<file path="config.mk">
export PLATFORM = sky130hd
export DESIGN_NAME = dq_screen
export DESIGN_NICKNAME = d
export VERILOG_FILES = /design/src/rtl/dq_pkg.sv /design/src/rtl/dq_settle_timer.sv /design/src/rtl/dq_delta_judge.sv /design/src/rtl/dq_run_tracker.sv /design/src/rtl/dq_screen.sv
export SDC_FILE = /design/constraint.sdc
export NUM_CORES = 1
export LEC_CHECK = 0
export CAP_MARGIN = 20
export CORE_UTILIZATION = 28
export DETAILED_ROUTE_END_ITERATION = 6
export DONT_BUFFER_PORTS = 1
export HOLD_SLACK_MARGIN = 0.15
export SYNTH_ARGS = -nofsm -noshare
export SYNTH_HDL_FRONTEND = slang
export SYNTH_HIERARCHICAL = 1
export SYNTH_SLANG_ARGS = --single-unit
</file>
<file path="constraint.sdc">
create_clock -name clk -period 4.6 [get_ports clk]
set_input_delay 0.46 -clock clk [delete_from_list [all_inputs] [get_ports clk]]
set_output_delay 0.46 -clock clk [all_outputs]
set_load 0.02 [all_outputs]
</file>
<file path="src/rtl/dq_pkg.sv">
package dq_pkg;
  typedef enum logic [1:0] {
    ST_IDLE   = 2'd0,
    ST_SETTLE = 2'd1,
    ST_SAMPLE = 2'd2
  } dq_state_e;

  typedef struct packed {
    logic delta_fail;
    logic abs_fail;
  } dq_verdict_t;
endpackage

</file>
<file path="src/rtl/dq_settle_timer.sv">
module dq_settle_timer
  import dq_pkg::*;
#(
  parameter int CNT_W = 24
) (
  input  logic             clk,
  input  logic             rst_n,
  input  logic             start_i,
  input  logic             vec_i,
  input  logic [CNT_W-1:0] settle_i,
  input  logic             accept_i,
  output dq_state_e        state_o,
  output logic             req_o,
  output logic             stray_o
);
  dq_state_e        state_q;
  logic [CNT_W-1:0] cnt_q;

  always_ff @(posedge clk) begin
    if (!rst_n) begin
      state_q <= ST_IDLE;
      cnt_q   <= '0;
    end else if (start_i) begin
      state_q <= ST_IDLE;
      cnt_q   <= '0;
    end else begin
      unique case (state_q)
        ST_IDLE: if (vec_i) begin
          cnt_q   <= settle_i;
          state_q <= ST_SETTLE;
        end
        ST_SETTLE: if (cnt_q == '0) state_q <= ST_SAMPLE;
                   else cnt_q <= cnt_q - 1'b1;
        ST_SAMPLE: if (accept_i) state_q <= ST_IDLE;
        default: state_q <= ST_IDLE;
      endcase
    end
  end

  assign state_o = state_q;
  assign req_o   = (state_q == ST_SAMPLE);
  assign stray_o = vec_i && (state_q != ST_IDLE) && !start_i;

  // request holds until a transfer
  p_req_held_r3: assert property (@(posedge clk) disable iff (!rst_n)
    (req_o && !accept_i && !start_i) |=> req_o);
  // a stray strobe during settling never drops the unit back to idle
  p_no_restart_r9: assert property (@(posedge clk) disable iff (!rst_n)
    (stray_o && state_q == ST_SETTLE) |=> (state_q != ST_IDLE));
endmodule

</file>
<file path="src/rtl/dq_delta_judge.sv">
module dq_delta_judge
  import dq_pkg::*;
#(
  parameter int SMP_W = 16
) (
  input  logic [SMP_W-1:0] sample_i,
  input  logic [SMP_W-1:0] ref_i,
  input  logic             first_i,
  input  logic [SMP_W-1:0] delta_lim_i,
  input  logic [SMP_W-1:0] abs_lim_i,
  input  logic             abs_en_i,
  output dq_verdict_t      verdict_o
);
  localparam int DW = SMP_W + 1;

  logic signed [DW-1:0] diff;
  logic        [DW-1:0] mag;

  always_comb begin
    diff = $signed({1'b0, sample_i}) - $signed({1'b0, ref_i});
    mag  = diff[DW-1] ? DW'(-diff) : DW'(diff);
    verdict_o.delta_fail = !first_i && (mag > {1'b0, delta_lim_i});
    verdict_o.abs_fail   = abs_en_i && (sample_i > abs_lim_i);
  end
endmodule

</file>
<file path="src/rtl/dq_run_tracker.sv">
module dq_run_tracker
  import dq_pkg::*;
#(
  parameter int SMP_W = 16,
  parameter int IDX_W = 16
) (
  input  logic             clk,
  input  logic             rst_n,
  input  logic             start_i,
  input  logic             accept_i,
  input  logic             stray_i,
  input  logic [SMP_W-1:0] sample_i,
  input  dq_verdict_t      verdict_i,
  output logic [SMP_W-1:0] ref_o,
  output logic             first_o,
  output logic             res_valid_o,
  output dq_verdict_t      res_o,
  output logic             fail_o,
  output logic [IDX_W-1:0] first_idx_o,
  output logic             perr_o
);
  logic [IDX_W-1:0] idx_q;
  logic             any_fail;

  assign any_fail = verdict_i.delta_fail || verdict_i.abs_fail;

  always_ff @(posedge clk) begin
    if (!rst_n) begin
      ref_o       <= '0;
      first_o     <= 1'b1;
      res_valid_o <= 1'b0;
      res_o       <= '0;
      fail_o      <= 1'b0;
      first_idx_o <= '0;
      perr_o      <= 1'b0;
      idx_q       <= '0;
    end else if (start_i) begin
      first_o     <= 1'b1;
      res_valid_o <= 1'b0;
      fail_o      <= 1'b0;
      first_idx_o <= '0;
      perr_o      <= 1'b0;
      idx_q       <= '0;
    end else begin
      res_valid_o <= accept_i;
      if (accept_i) begin
        res_o   <= verdict_i;
        ref_o   <= sample_i;
        first_o <= 1'b0;
        idx_q   <= idx_q + 1'b1;
        if (any_fail && !fail_o) begin
          fail_o      <= 1'b1;
          first_idx_o <= idx_q;
        end
      end
      if (stray_i) perr_o <= 1'b1;
    end
  end

  // fail flag and first index hold until a start pulse
  p_fail_sticky_r8: assert property (@(posedge clk) disable iff (!rst_n)
    (fail_o && !start_i) |=> fail_o);
  p_idx_frozen_r8: assert property (@(posedge clk) disable iff (!rst_n)
    (fail_o && !start_i) |=> $stable(first_idx_o));
  // protocol error is sticky
  p_perr_sticky_r9: assert property (@(posedge clk) disable iff (!rst_n)
    (perr_o && !start_i) |=> perr_o);
  // start clears the status
  p_start_clears_r10: assert property (@(posedge clk) disable iff (!rst_n)
    start_i |=> (!fail_o && !perr_o && !res_valid_o));
endmodule

</file>
<file path="src/rtl/dq_screen.sv">
module dq_screen
  import dq_pkg::*;
#(
  parameter int SMP_W = 16,
  parameter int CNT_W = 24,
  parameter int IDX_W = 16
) (
  input  logic             clk,
  input  logic             rst_n,
  input  logic             start_i,
  input  logic             vec_applied_i,
  input  logic [CNT_W-1:0] settle_cycles_i,
  input  logic [SMP_W-1:0] delta_limit_i,
  input  logic [SMP_W-1:0] abs_limit_i,
  input  logic             abs_check_en_i,
  input  logic             smp_valid_i,
  input  logic [SMP_W-1:0] smp_data_i,
  output logic             smp_req_o,
  output logic             busy_o,
  output logic             res_valid_o,
  output logic             res_delta_fail_o,
  output logic             res_abs_fail_o,
  output logic             fail_o,
  output logic [IDX_W-1:0] first_fail_idx_o,
  output logic             proto_err_o
);
  dq_state_e        state;
  logic             req, stray, accept, first;
  logic [SMP_W-1:0] ref_smp;
  dq_verdict_t      verdict, res;

  assign accept = smp_valid_i && req;

  dq_settle_timer #(.CNT_W(CNT_W)) u_timer (
    .clk(clk), .rst_n(rst_n), .start_i(start_i), .vec_i(vec_applied_i),
    .settle_i(settle_cycles_i), .accept_i(accept),
    .state_o(state), .req_o(req), .stray_o(stray)
  );

  dq_delta_judge #(.SMP_W(SMP_W)) u_judge (
    .sample_i(smp_data_i), .ref_i(ref_smp), .first_i(first),
    .delta_lim_i(delta_limit_i), .abs_lim_i(abs_limit_i),
    .abs_en_i(abs_check_en_i), .verdict_o(verdict)
  );

  dq_run_tracker #(.SMP_W(SMP_W), .IDX_W(IDX_W)) u_track (
    .clk(clk), .rst_n(rst_n), .start_i(start_i), .accept_i(accept),
    .stray_i(stray), .sample_i(smp_data_i), .verdict_i(verdict),
    .ref_o(ref_smp), .first_o(first), .res_valid_o(res_valid_o),
    .res_o(res), .fail_o(fail_o), .first_idx_o(first_fail_idx_o),
    .perr_o(proto_err_o)
  );

  assign smp_req_o        = req;
  assign busy_o           = (state != ST_IDLE);
  assign res_delta_fail_o = res.delta_fail;
  assign res_abs_fail_o   = res.abs_fail;

  // every result pulse follows a transfer
  p_result_after_take_r7: assert property (@(posedge clk) disable iff (!rst_n)
    res_valid_o |-> $past(smp_valid_i && smp_req_o));
  // the first result of a run never carries a difference failure
  p_first_no_delta_r4: assert property (@(posedge clk) disable iff (!rst_n)
    (accept && first && !start_i) |=> !res_delta_fail_o);
endmodule

</file>
==> impl_metrics.toml, run 1 <==
[clock_network]
htreeDepth = 3
clk_latency_ns = 0.34
cts_hold_buffers = 0
cts.clk_slew.worst_paths_ns = 0.06
cts_buffer_depth = 2
cts_tree = "built"
root_buffer = "clkbuf_16"
cts_made_buffers = 9
cts_num_sinks = 80

[finish]
drive_above_1_share = 0.153
antenna_cells = 0
syn_to_final_growth_pct = 17.9
nNetsFinal = 906
fillers = 2159
utilization = 0.337

[global_routing]
grt_max_degree = 57
grt_pass1_vias = 4983
grt-ovfl-total = 0
track_usage = 0.146
grt_pass1_wl_um = 25000
antenna_found_initial = 0

[place]
io_buffer_count = 0
hpwlAfterDp_um = 11900
pre_cts_slack_ns = -0.204
place_congestion = 0.877

[power_and_ir_drop]
cellLeakagePower_nw = 2.65
power.total_mw = 1.94
pwr_density_cell_mw_per_mm2 = 284
vdd_drop_max_v = 0.000175

[worst_setup_path]
crit_path_start_kind = "register"
r2r-start = "u_track/ref_o[0]"
rr_endpoint = "u_track/first_idx_o[2]"
endpoint = "u_track/first_idx_o[2]"
cp.arrival_ns = 4.80
path_class = "register to register"
critical_path.max_fanout = 8
rrSetupSlack_ns = 0.07
required_ns = 4.87
reg2regPathDepth = 26
cp-startpoint = "u_track/ref_o[0]"
worst_setup_path_end_kind = "register"

[flow_run]
max-cap-violations = 0

[synth]
ys_ff_latch = 80
syn_area_per_cell_um2 = 7.68
syn_inst = 755
synth_enable_flop_cells = 0
ys.flop_type = "dfxtp_1"
ys_types = 73
ys_seq_area_frac = 0.276
ys_async_sr_fraction = 0
synth_nets = 886
yosys_warnings = 6
syn_area_mm2 = 0.00580

[floorplanning]
core-area_mm2 = 0.0203
die_h_um = 146
rows = 52
die_w_um = 146
die-area_mm2 = 0.0213
start_util = 0.286
pin_count = 101

[sta]
fin_ws_ns = 0.0723
slew_headroom = 0.312
tightest_slew_ns = 1.03
fin_skew_ns = 0.00926
fmax_mhz = 221
hold_viol = 0
period_needed_ns = 4.53
setup_viol = 0
rsz0062_at_grt = "yes"
finalMaxSlewViolations = 0
fin_crit_sh = 0.984

[drt]
num_vias = 5399
drt_pre_antenna_iters = 4
vias_per_cell = 5.14
routedWlPerCell_um = 14.9
postRouteAntennaNets = 0
wl_um = 15700
initialDrtViolationCount = 303
drc = 0

[status]
run_status = "completed"

[min_path]
worstHoldPathType = "primary input to register"
==> cells by family (layout without fill, tap and decap cells) <==
logic type,after synthesis,in the layout,share of synthesized area
simple gates,276,276,0.235
compound gates,213,213,0.248
buf+inv,97,122,0.0699
flops,80,80,0.276
fa+ha+maj,53,53,0.116
xor+xnor,34,34,0.0514
mux,2,2,0.00345
==> metal layers <==
layer	vias to the layer above	GRT usage	share of wire
li1	2717	-	-
met2	149	0.232	0.46
met5	-	0	0
met4	0	0.0479	0.0091
met1	2521	0.189	0.46
met3	12	0.0408	0.070
==> state kept, by name, summed over array words and instances (netlist names) <==
register             cells
u_track/perr_o           1
u_track/res_o            2
u_track/first_o          1
u_timer/cnt_q           24
u_track/fail_o           1
u_track/first_idx_o     16
u_timer/state_o          2
u_track/idx_q           16
u_track/ref_o           16
u_track/res_valid_o      1
==> cell usage after synthesis, drive strengths merged, types with 3 or more instances <==
cell type | instances | area, µm²
nor3b | 4 | 30.0
nor4 | 8 | 56.3
nand2b | 9 | 56.3
a21oi | 65 | 337
a31oi | 7 | 50.1
a21o | 10 | 75.1
nor2 | 53 | 201
o32ai | 4 | 42.6
xnor2 | 20 | 175
o21a | 14 | 105
or3 | 4 | 25.0
dfxtp | 80 | 1600
a41oi | 3 | 33.8
and2 | 3 | 18.8
nand2 | 115 | 434
a211oi | 6 | 45.0
a21boi | 18 | 135
a32o | 6 | 60.1
o31ai | 9 | 77.6
xor2 | 14 | 123
and3 | 5 | 41.3
nor3 | 15 | 80.1
o41ai | 5 | 51.3
or2 | 4 | 25.0
ha | 52 | 651
nor2b | 9 | 56.3
o31a | 5 | 43.8
buf | 18 | 109
inv | 60 | 225
or4 | 7 | 60.1
and4 | 5 | 43.8
nand3 | 12 | 65.1
clkbuf | 19 | 71.3
nand4 | 19 | 134
o211ai | 11 | 87.6
o21ai | 38 | 190
==> critical path: stages (launching register included) <==
cell	delay (ns)
dfxtp_2	0.34
ha_4	0.16
fa_2	0.33
nand2b_4	0.16
a21oi_4	0.16
o31ai_4	0.09
o21a_1	0.20
o21ai_2	0.15
a21oi_2	0.09
o21a_1	0.23
o41ai_1	0.08
xnor2_1	0.19
ha_1	0.28
a21o_1	0.18
a21o_1	0.17
a21oi_1	0.17
o21a_1	0.14
o21ai_1	0.05
a21oi_1	0.16
o21ai_1	0.10
o211ai_1	0.13
o41ai_4	0.15
o21ai_2	0.21
nand2b_4	0.20
clkbuf_16	0.16
nand2_1	0.05
a21oi_1	0.14
==> repair_timing <==
action                                  CTS  global route
cloned                                    0             1
endpoints found under the setup margin   16            16
setup buffers                             0             7
gates resized for setup                   1            31
pin swaps                                 1            26
==> cell usage in the layout (no fill, tap or decap), types with 11 or more instances in the layout <==
cell type	n
ha_1	50
xnor2_1	18
o21a_1	14
nor3_1	13
nor2_1	50
nand4_1	18
a21oi_1	53
nand3_1	11
o21ai_0	27
inv_1	60
dfxtp_1	78
xor2_1	14
a21oi_2	11
nand2_1	109
buf_4	44
==> cell type report <==
cell class / count / area (µm²) / share of cell area
multi-input combinational: 578 / 3970 / 0.581
sequential: 80 / 1600 / 0.235
timing repair buffer: 46 / 375 / 0.0549
tap: 270 / 338 / 0.0494
clock buffer: 10 / 229 / 0.0335
inverter: 60 / 225 / 0.0330
clock inverter: 6 / 91.3 / 0.0134
==> power by group <==
group	internal [mW]	switching [mW]
clock network	0.479	0.301
registers	0.704	0.0126
logic	0.192	0.255
==> how the worst min path moves through the flow <==
stage                 startpoint                end  slack [ns]  depth (start not counted)
2_1_floorplan  u_track/ref_o[10]  u_track/ref_o[10]        0.44                          2
3_3_place_gp   u_track/ref_o[13]  u_track/ref_o[13]        0.44                          2
3_5_place_dp   u_track/ref_o[13]  u_track/ref_o[13]        0.44                          2
4_1_cts                  start_i    u_track/first_o        0.23                          2
5_1_grt           smp_data_i[10]  u_track/ref_o[10]        0.23                          2
6_report                 start_i    u_track/first_o        0.24                          2
==> metrics by stage <==
| stage | instance area, µm² | std cells | setup TNS (ns) | hold slack, ns |
|---|---|---|---|---|
| 2_1_floorplan | 5860 | 755 | 0 | 0.435 |
| 5_1_grt | 6830 | 1050 | -3.36 | 0.234 |
| 4_1_cts | 6620 | 1042 | 0 | 0.226 |
| 3_5_place_dp | 6300 | 1026 | -2.92 | 0.445 |
| 3_3_place_gp | 6300 | 1026 | -1.66 | 0.441 |
| 6_report | 6830 | 1050 | 0 | 0.236 |
No activity file was read; power rests on OpenSTA's default activity.
==> run 2, diff against run 1 <==
SYNTH_HIERARCHICAL = unset   (was 1)
==> run 2 against run 1 <==
  * Sequential power barely moved
  * Core utilization fell by 0.15 points
  * Cell area fell by 1.1%
  * Flip-flop and latch count did not move
  * Critical endpoint is now u_track.first_idx_o[3]
==> impl_metrics.toml, run 2 <==
[sta]
rsz0062_at_grt = "yes"
fin_setup_tns_ns = 0
fin_crit_sh = 0.980
hold_viol = 0
slew_headroom = 0.0756
setup_viol = 0
fin_skew_ns = 0.00704
tightest_slew_ns = 1.38
period_needed_ns = 4.51
finalMaxSlewViolations = 0
fmax_mhz = 222

[worst_setup_path]
worst_setup_path_end_kind = "register"
path_class = "register to register"
crit_chain = "ha_4 > fa_2 > nand2b_4 > a2111oi_4 > nor2_4 > o41ai_4 > a311o_1 > buf_6 > buf_6 > buf_4 > a21oi_1 > ha_1 > a21o_1 > a21o_1 > a211oi_2 > o21ai_1 > a221oi_2 > buf_4 > o221a_4 > o21ai_1 > a21oi_1"
critical_path.max_fanout = 8
rr_endpoint = "u_track.first_idx_o[3]"
cp-startpoint = "u_track.ref_o[0]"
crit_path_start_kind = "register"
reg2regPathDepth = 21
cp.arrival_ns = 4.77
endpoint = "u_track.first_idx_o[3]"
path_delay_family = "compound AO/OA/AOI/OAI gates"
required_ns = 4.86
max_stage_delay_ns = 0.42
crit_slowest_cell = "a2111oi_4"
crit_cells = 21
rrSetupSlack_ns = 0.09
path_buf_inv = 4
r2r-start = "u_track.ref_o[0]"

[clock_network]
cts_tree = "built"
clk_latency_ns = 0.34
cts.clk_slew.worst_paths_ns = 0.06
cts_hold_buffers = 0
htreeDepth = 3
root_buffer = "clkbuf_16"
cts_num_sinks = 80
cts_made_buffers = 9
cts_buffer_depth = 2

[global_routing]
met2_usage = 0.240
grt_max_degree = 56
use_met1 = 0.188
grt-ovfl-total = 0
track_usage = 0.147
antenna_found_initial = 0
grt_pass1_wl_um = 25300
met3_usage = 0.0335
top_usage_layer = "met2"
grt_pass1_vias = 5084

[place]
hpwlAfterDp_um = 11600
dp.cells = 1036
place_congestion = 0.826
io_buffer_count = 0
place_area_mm2 = 0.00619

[drt]
initialDrtViolationCount = 295
vias_per_cell = 5.08
wl_um = 15800
num_vias = 5383
drc = 0
drt_pre_antenna_iters = 5
routedWlPerCell_um = 14.9
postRouteAntennaNets = 0

[synth]
synth_top_area_frac = 0.278
ys_async_sr_fraction = 0
synth-compound-area-share = 0.263
syn_inst = 773
ys.flop_type = "dfxtp_1"
yosys_warnings = 0
synth_nets = 903
yosys.area_share.simple = 0.226
synthTopCellsByCount = "89 x nor2_1, 80 x dfxtp_1, 80 x nand2_1"
synthAdderAreaFrac = 0.114
ys_types = 63
syn_area_per_cell_um2 = 7.45
muxShareOfSynthArea = 0.00391
synth_area_leader_cell = "dfxtp_1"
synth_enable_flop_cells = 0
synth_xor_area_frac = 0.0502
synth_top_family_by_area = "compound AO/OA/AOI/OAI gates"
ys_seq_area_frac = 0.278
ys_ff_latch = 80
synth_most_common_cell = "nor2_1"
syn_area_mm2 = 0.00576
synth.area.top_cells = "dfxtp_1 28%, ha_1 11%, a21oi_1 6.5%"

[power_and_ir_drop]
pwr_density_cell_mw_per_mm2 = 287
vdd_drop_max_v = 0.000157
power.total_mw = 1.94
cellLeakagePower_nw = 2.60

[finish]
layout.cells.most_common = "nor2_1"
stdcell_area_mm2 = 0.00676
drive_above_1_share = 0.130
top_register = "u_timer.cnt_q"
fillers = 2164
syn_to_final_growth_pct = 17.4
mostFrequentLayoutCells = "87 x nor2_1, 80 x nand2_1, 79 x dfxtp_1"
antenna_cells = 0
nNetsFinal = 915
utilization = 0.335
layout.cells.non_filler = 1060
largest_reg_flops = 24

[floorplanning]
pin_count = 101
die_w_um = 145
core-area_mm2 = 0.0202
rows = 52
start_util = 0.285
die_h_um = 145
die-area_mm2 = 0.0211

[min_path]
worstHoldPathType = "primary input to register"

[status]
run_status = "completed"

[flow_run]
max-cap-violations = 0
==> run 2: cell count changes after synthesis, moves of 10 or more <==
cell and change:
a21boi_0 +10, o21a_1 -13, nor2_1 +37, nand3_1 +19, a21boi_1 -10, nand2_1 -34
a21o_1 +10, a21oi_1 +13
==> run 2: timing repair <==
item                                    in CTS  in global routing
gates resized for setup                      0                 39
endpoints found under the setup margin       0                 18
buffers inserted                             0                  4
==> run 2: area by class of cell <==
type / instances / area [µm²] / area share
Tap cell: 270 / 338 / 0.0500
Clock buffer: 9 / 225 / 0.0333
Inverter: 61 / 229 / 0.0339
Sequential cell: 80 / 1600 / 0.237
Clock inverter: 7 / 76.3 / 0.0113
Timing Repair Buffer: 31 / 240 / 0.0355
Multi-Input combinational cell: 602 / 4050 / 0.599
==> run 2: worst min path at each step <==
stage | start | endpoint | slack [ns] | depth (start not counted)
6_report | rst_n | u_track.res_o[0] | 0.26 | 1
2_1_floorplan | u_timer.cnt_q[20] | u_timer.cnt_q[20] | 0.44 | 2
3_3_place_gp | u_track.ref_o[8] | u_track.ref_o[8] | 0.45 | 2
3_5_place_dp | u_track.ref_o[15] | u_track.ref_o[15] | 0.46 | 2
4_1_cts | rst_n | u_track.res_o[0] | 0.24 | 1
5_1_grt | rst_n | u_track.ref_o[0] | 0.25 | 1
==> run 2: layer usage <==
layer,part of all wire,up-vias,wire length (µm)
met5,0,-,0
met4,0.015,0,236
met3,0.054,13,847
met2,0.48,126,7510
met1,0.45,2487,7170
li1,-,2757,-
==> run 2: metrics by stage <==
stage	hold WS, ns	setup WS, ns
after floorplan	0.436	-0.000489
after global placement	0.450	-0.107
after detailed placement	0.458	-0.159
after CTS	0.244	0.00258
after global routing	0.250	-0.134
final	0.255	0.0920
==> run 2: where the power goes <==
part	internal [mW]	leakage, nW	switching [mW]	total [mW]
Sequential	0.704	0.648	0.0122	0.716
Combinational	0.207	1.81	0.286	0.493
Clock	0.425	0.143	0.304	0.729
Total	1.34	2.60	0.602	1.94
==> run 2: cells by family (layout without fill, tap and decap cells) <==
group           after synthesis  count (layout)
compound gates              234             237
xor+xnor                     33              33
fa+ha+maj                    52              52
buf+inv                      94             108
flops                        80              80
mux                           2               2
simple gates                278             278
==> run 3, diff against run 2 <==
==> constraint.sdc (replaced) <==
create_clock -name clk -period 4.6 [get_ports clk]
set_input_delay 0.92 -clock clk [delete_from_list [all_inputs] [get_ports clk]]
set_output_delay 0.92 -clock clk [all_outputs]
set_load 0.02 [all_outputs]
==> run 3 against run 2 <==
  * Core utilization is 1.5 points higher
  * Critical path depth stayed put
  * Wire length is 1.9% higher
  * Die area stayed put
  * Combinational power is 7.9% higher
  * Largest power group unchanged
  * Sequential power hardly changed
==> impl_metrics.toml, run 3 (synthesis results as in run 2) <==
[finish]
utilization = 0.350
mostFrequentLayoutCells = "88 x nor2_1, 80 x nand2_1, 80 x dfxtp_1"
largest_reg_flops = 24
layout.cells.most_common = "nor2_1"
nNetsFinal = 953
layout.area.seq_mm2 = 0.00160
layout.cells.non_filler = 1098
top_register = "u_timer.cnt_q"
fillers = 2140
antenna_cells = 0
drive_above_1_share = 0.155
multi_input_area_mm2 = 0.00400
syn_to_final_growth_pct = 22.5

[global_routing]
grt_pass1_wl_um = 26700
antenna_found_initial = 0
track_usage = 0.156
grt-ovfl-total = 0
grt_pass1_vias = 5115
grt_max_degree = 56

[worst_setup_path]
path_class = "primary input to register"
rrSetupSlack_ns = 0.24
reg2regPathDepth = 20
worst_setup_path_end_kind = "register"
crit_slowest_cell = "a2111oi_4"
crit_chain = "inv_12 > ha_4 > fa_2 > nand2b_4 > a2111oi_4 > nor2_4 > o41ai_4 > a311o_2 > buf_12 > a21oi_4 > xor2_1 > ha_1 > a21o_1 > a21o_1 > a21oi_2 > o21ai_2 > a221oi_2 > buf_6 > o221a_4 > o21ai_1 > a21oi_1"
max_stage_delay_ns = 0.46
crit_path_start_kind = "primary input"
required_ns = 4.87
cp.arrival_ns = 4.86
critPathMostFrequentCell = "a21o_1"
critical_path.max_fanout = 8

[clock_network]
cts_num_sinks = 80
cts.clk_slew.worst_paths_ns = 0.07
cts_tree = "built"
clk_latency_ns = 0.35
cts_made_buffers = 9
htreeDepth = 3
cts_hold_buffers = 0
root_buffer = "clkbuf_16"
cts_buffer_depth = 2

[sta]
hold_ws_ns = 0.462
tightest_slew_ns = 1.02
fin_crit_sh = 0.997
rsz0062_at_grt = "yes"
fin_setup_tns_ns = 0
setup_viol = 0
period_needed_ns = 4.58
hold_viol = 0
slew_headroom = 0.319
finalMaxSlewViolations = 0
fmax_mhz = 218
fin_skew_ns = 0.00698

[floorplanning]
die-area_mm2 = 0.0211
pin_count = 101
start_util = 0.285
die_h_um = 145
rows = 52
core-area_mm2 = 0.0202
die_w_um = 145

[drt]
wl_um = 16100
initialDrtViolationCount = 311
drt_pre_antenna_iters = 4
num_vias = 5463
postRouteAntennaNets = 0
vias_per_cell = 4.98
routedWlPerCell_um = 14.6
drc = 0

[min_path]
worstHoldPathType = "register to register"
whs_path_depth = 2

[power_and_ir_drop]
power.total_mw = 2.01
cellLeakagePower_nw = 2.81
vdd_drop_max_v = 0.000159
pwr_density_cell_mw_per_mm2 = 285

[flow_run]
max-cap-violations = 0

[place]
io_buffer_count = 0
place_congestion = 0.825
hpwlAfterDp_um = 11800
dp.cells = 1067

[status]
run_status = "completed"
[run 3: timing repair]
action	in CTS	in global routing
setup buffers	7	2
endpoints found under the hold margin	0	0
pin swaps	42	13
endpoints found under the setup margin	17	18
cloned	4	0
gates resized for setup	16	7
[run 3: path summary, 6_finish.rpt]
kind / start / endpoint
min reg2reg: u_track.ref_o[3] / u_track.ref_o[3]
max: smp_data_i[0] / u_track.first_idx_o[7]
min: u_track.ref_o[3] / u_track.ref_o[3]
max reg2reg: u_track.ref_o[0] / u_track.first_idx_o[7]
[run 3: final cells by class]
type                    count  share of cell area
well taps                 270              0.0479
inverters                  61              0.0342
clock inverters             6              0.0108
clock buffers              10              0.0339
multi-input cells         602               0.567
flip-flops and latches     80               0.227
repair buffers             69              0.0791
[run 3: layer usage]
metal / track usage / up-vias / part of all wire
li1: - / 2846 / -
met1: 0.206 / 2503 / 0.48
met2: 0.251 / 101 / 0.46
met3: 0.0335 / 13 / 0.048
met4: 0.0521 / 0 / 0.013
met5: 0 / - / 0
[run 3: through the flow]
step           instance area, µm²  worst slack [ns]
2_1_floorplan                5830            -0.397
3_3_place_gp                 6470            -0.492
3_5_place_dp                 6470            -0.506
4_1_cts                      6990           -0.0124
5_1_grt                      7050            -0.196
6_report                     7050            0.0151
[run 3: where the power goes]
part / internal [mW] / leakage (nW) / switching, mW
sequential: 0.704 / 0.647 / 0.0123
combinational: 0.242 / 2.00 / 0.289
clock: 0.444 / 0.155 / 0.320
[run 3: worst max-delay path, delay by kind of cell]
kind / cells / cell delay (ns)
compound gates: 12 / 2.39
fa+ha+maj: 3 / 0.76
buf+inv: 3 / 0.35
simple gates: 2 / 0.25
xor+xnor: 1 / 0.15
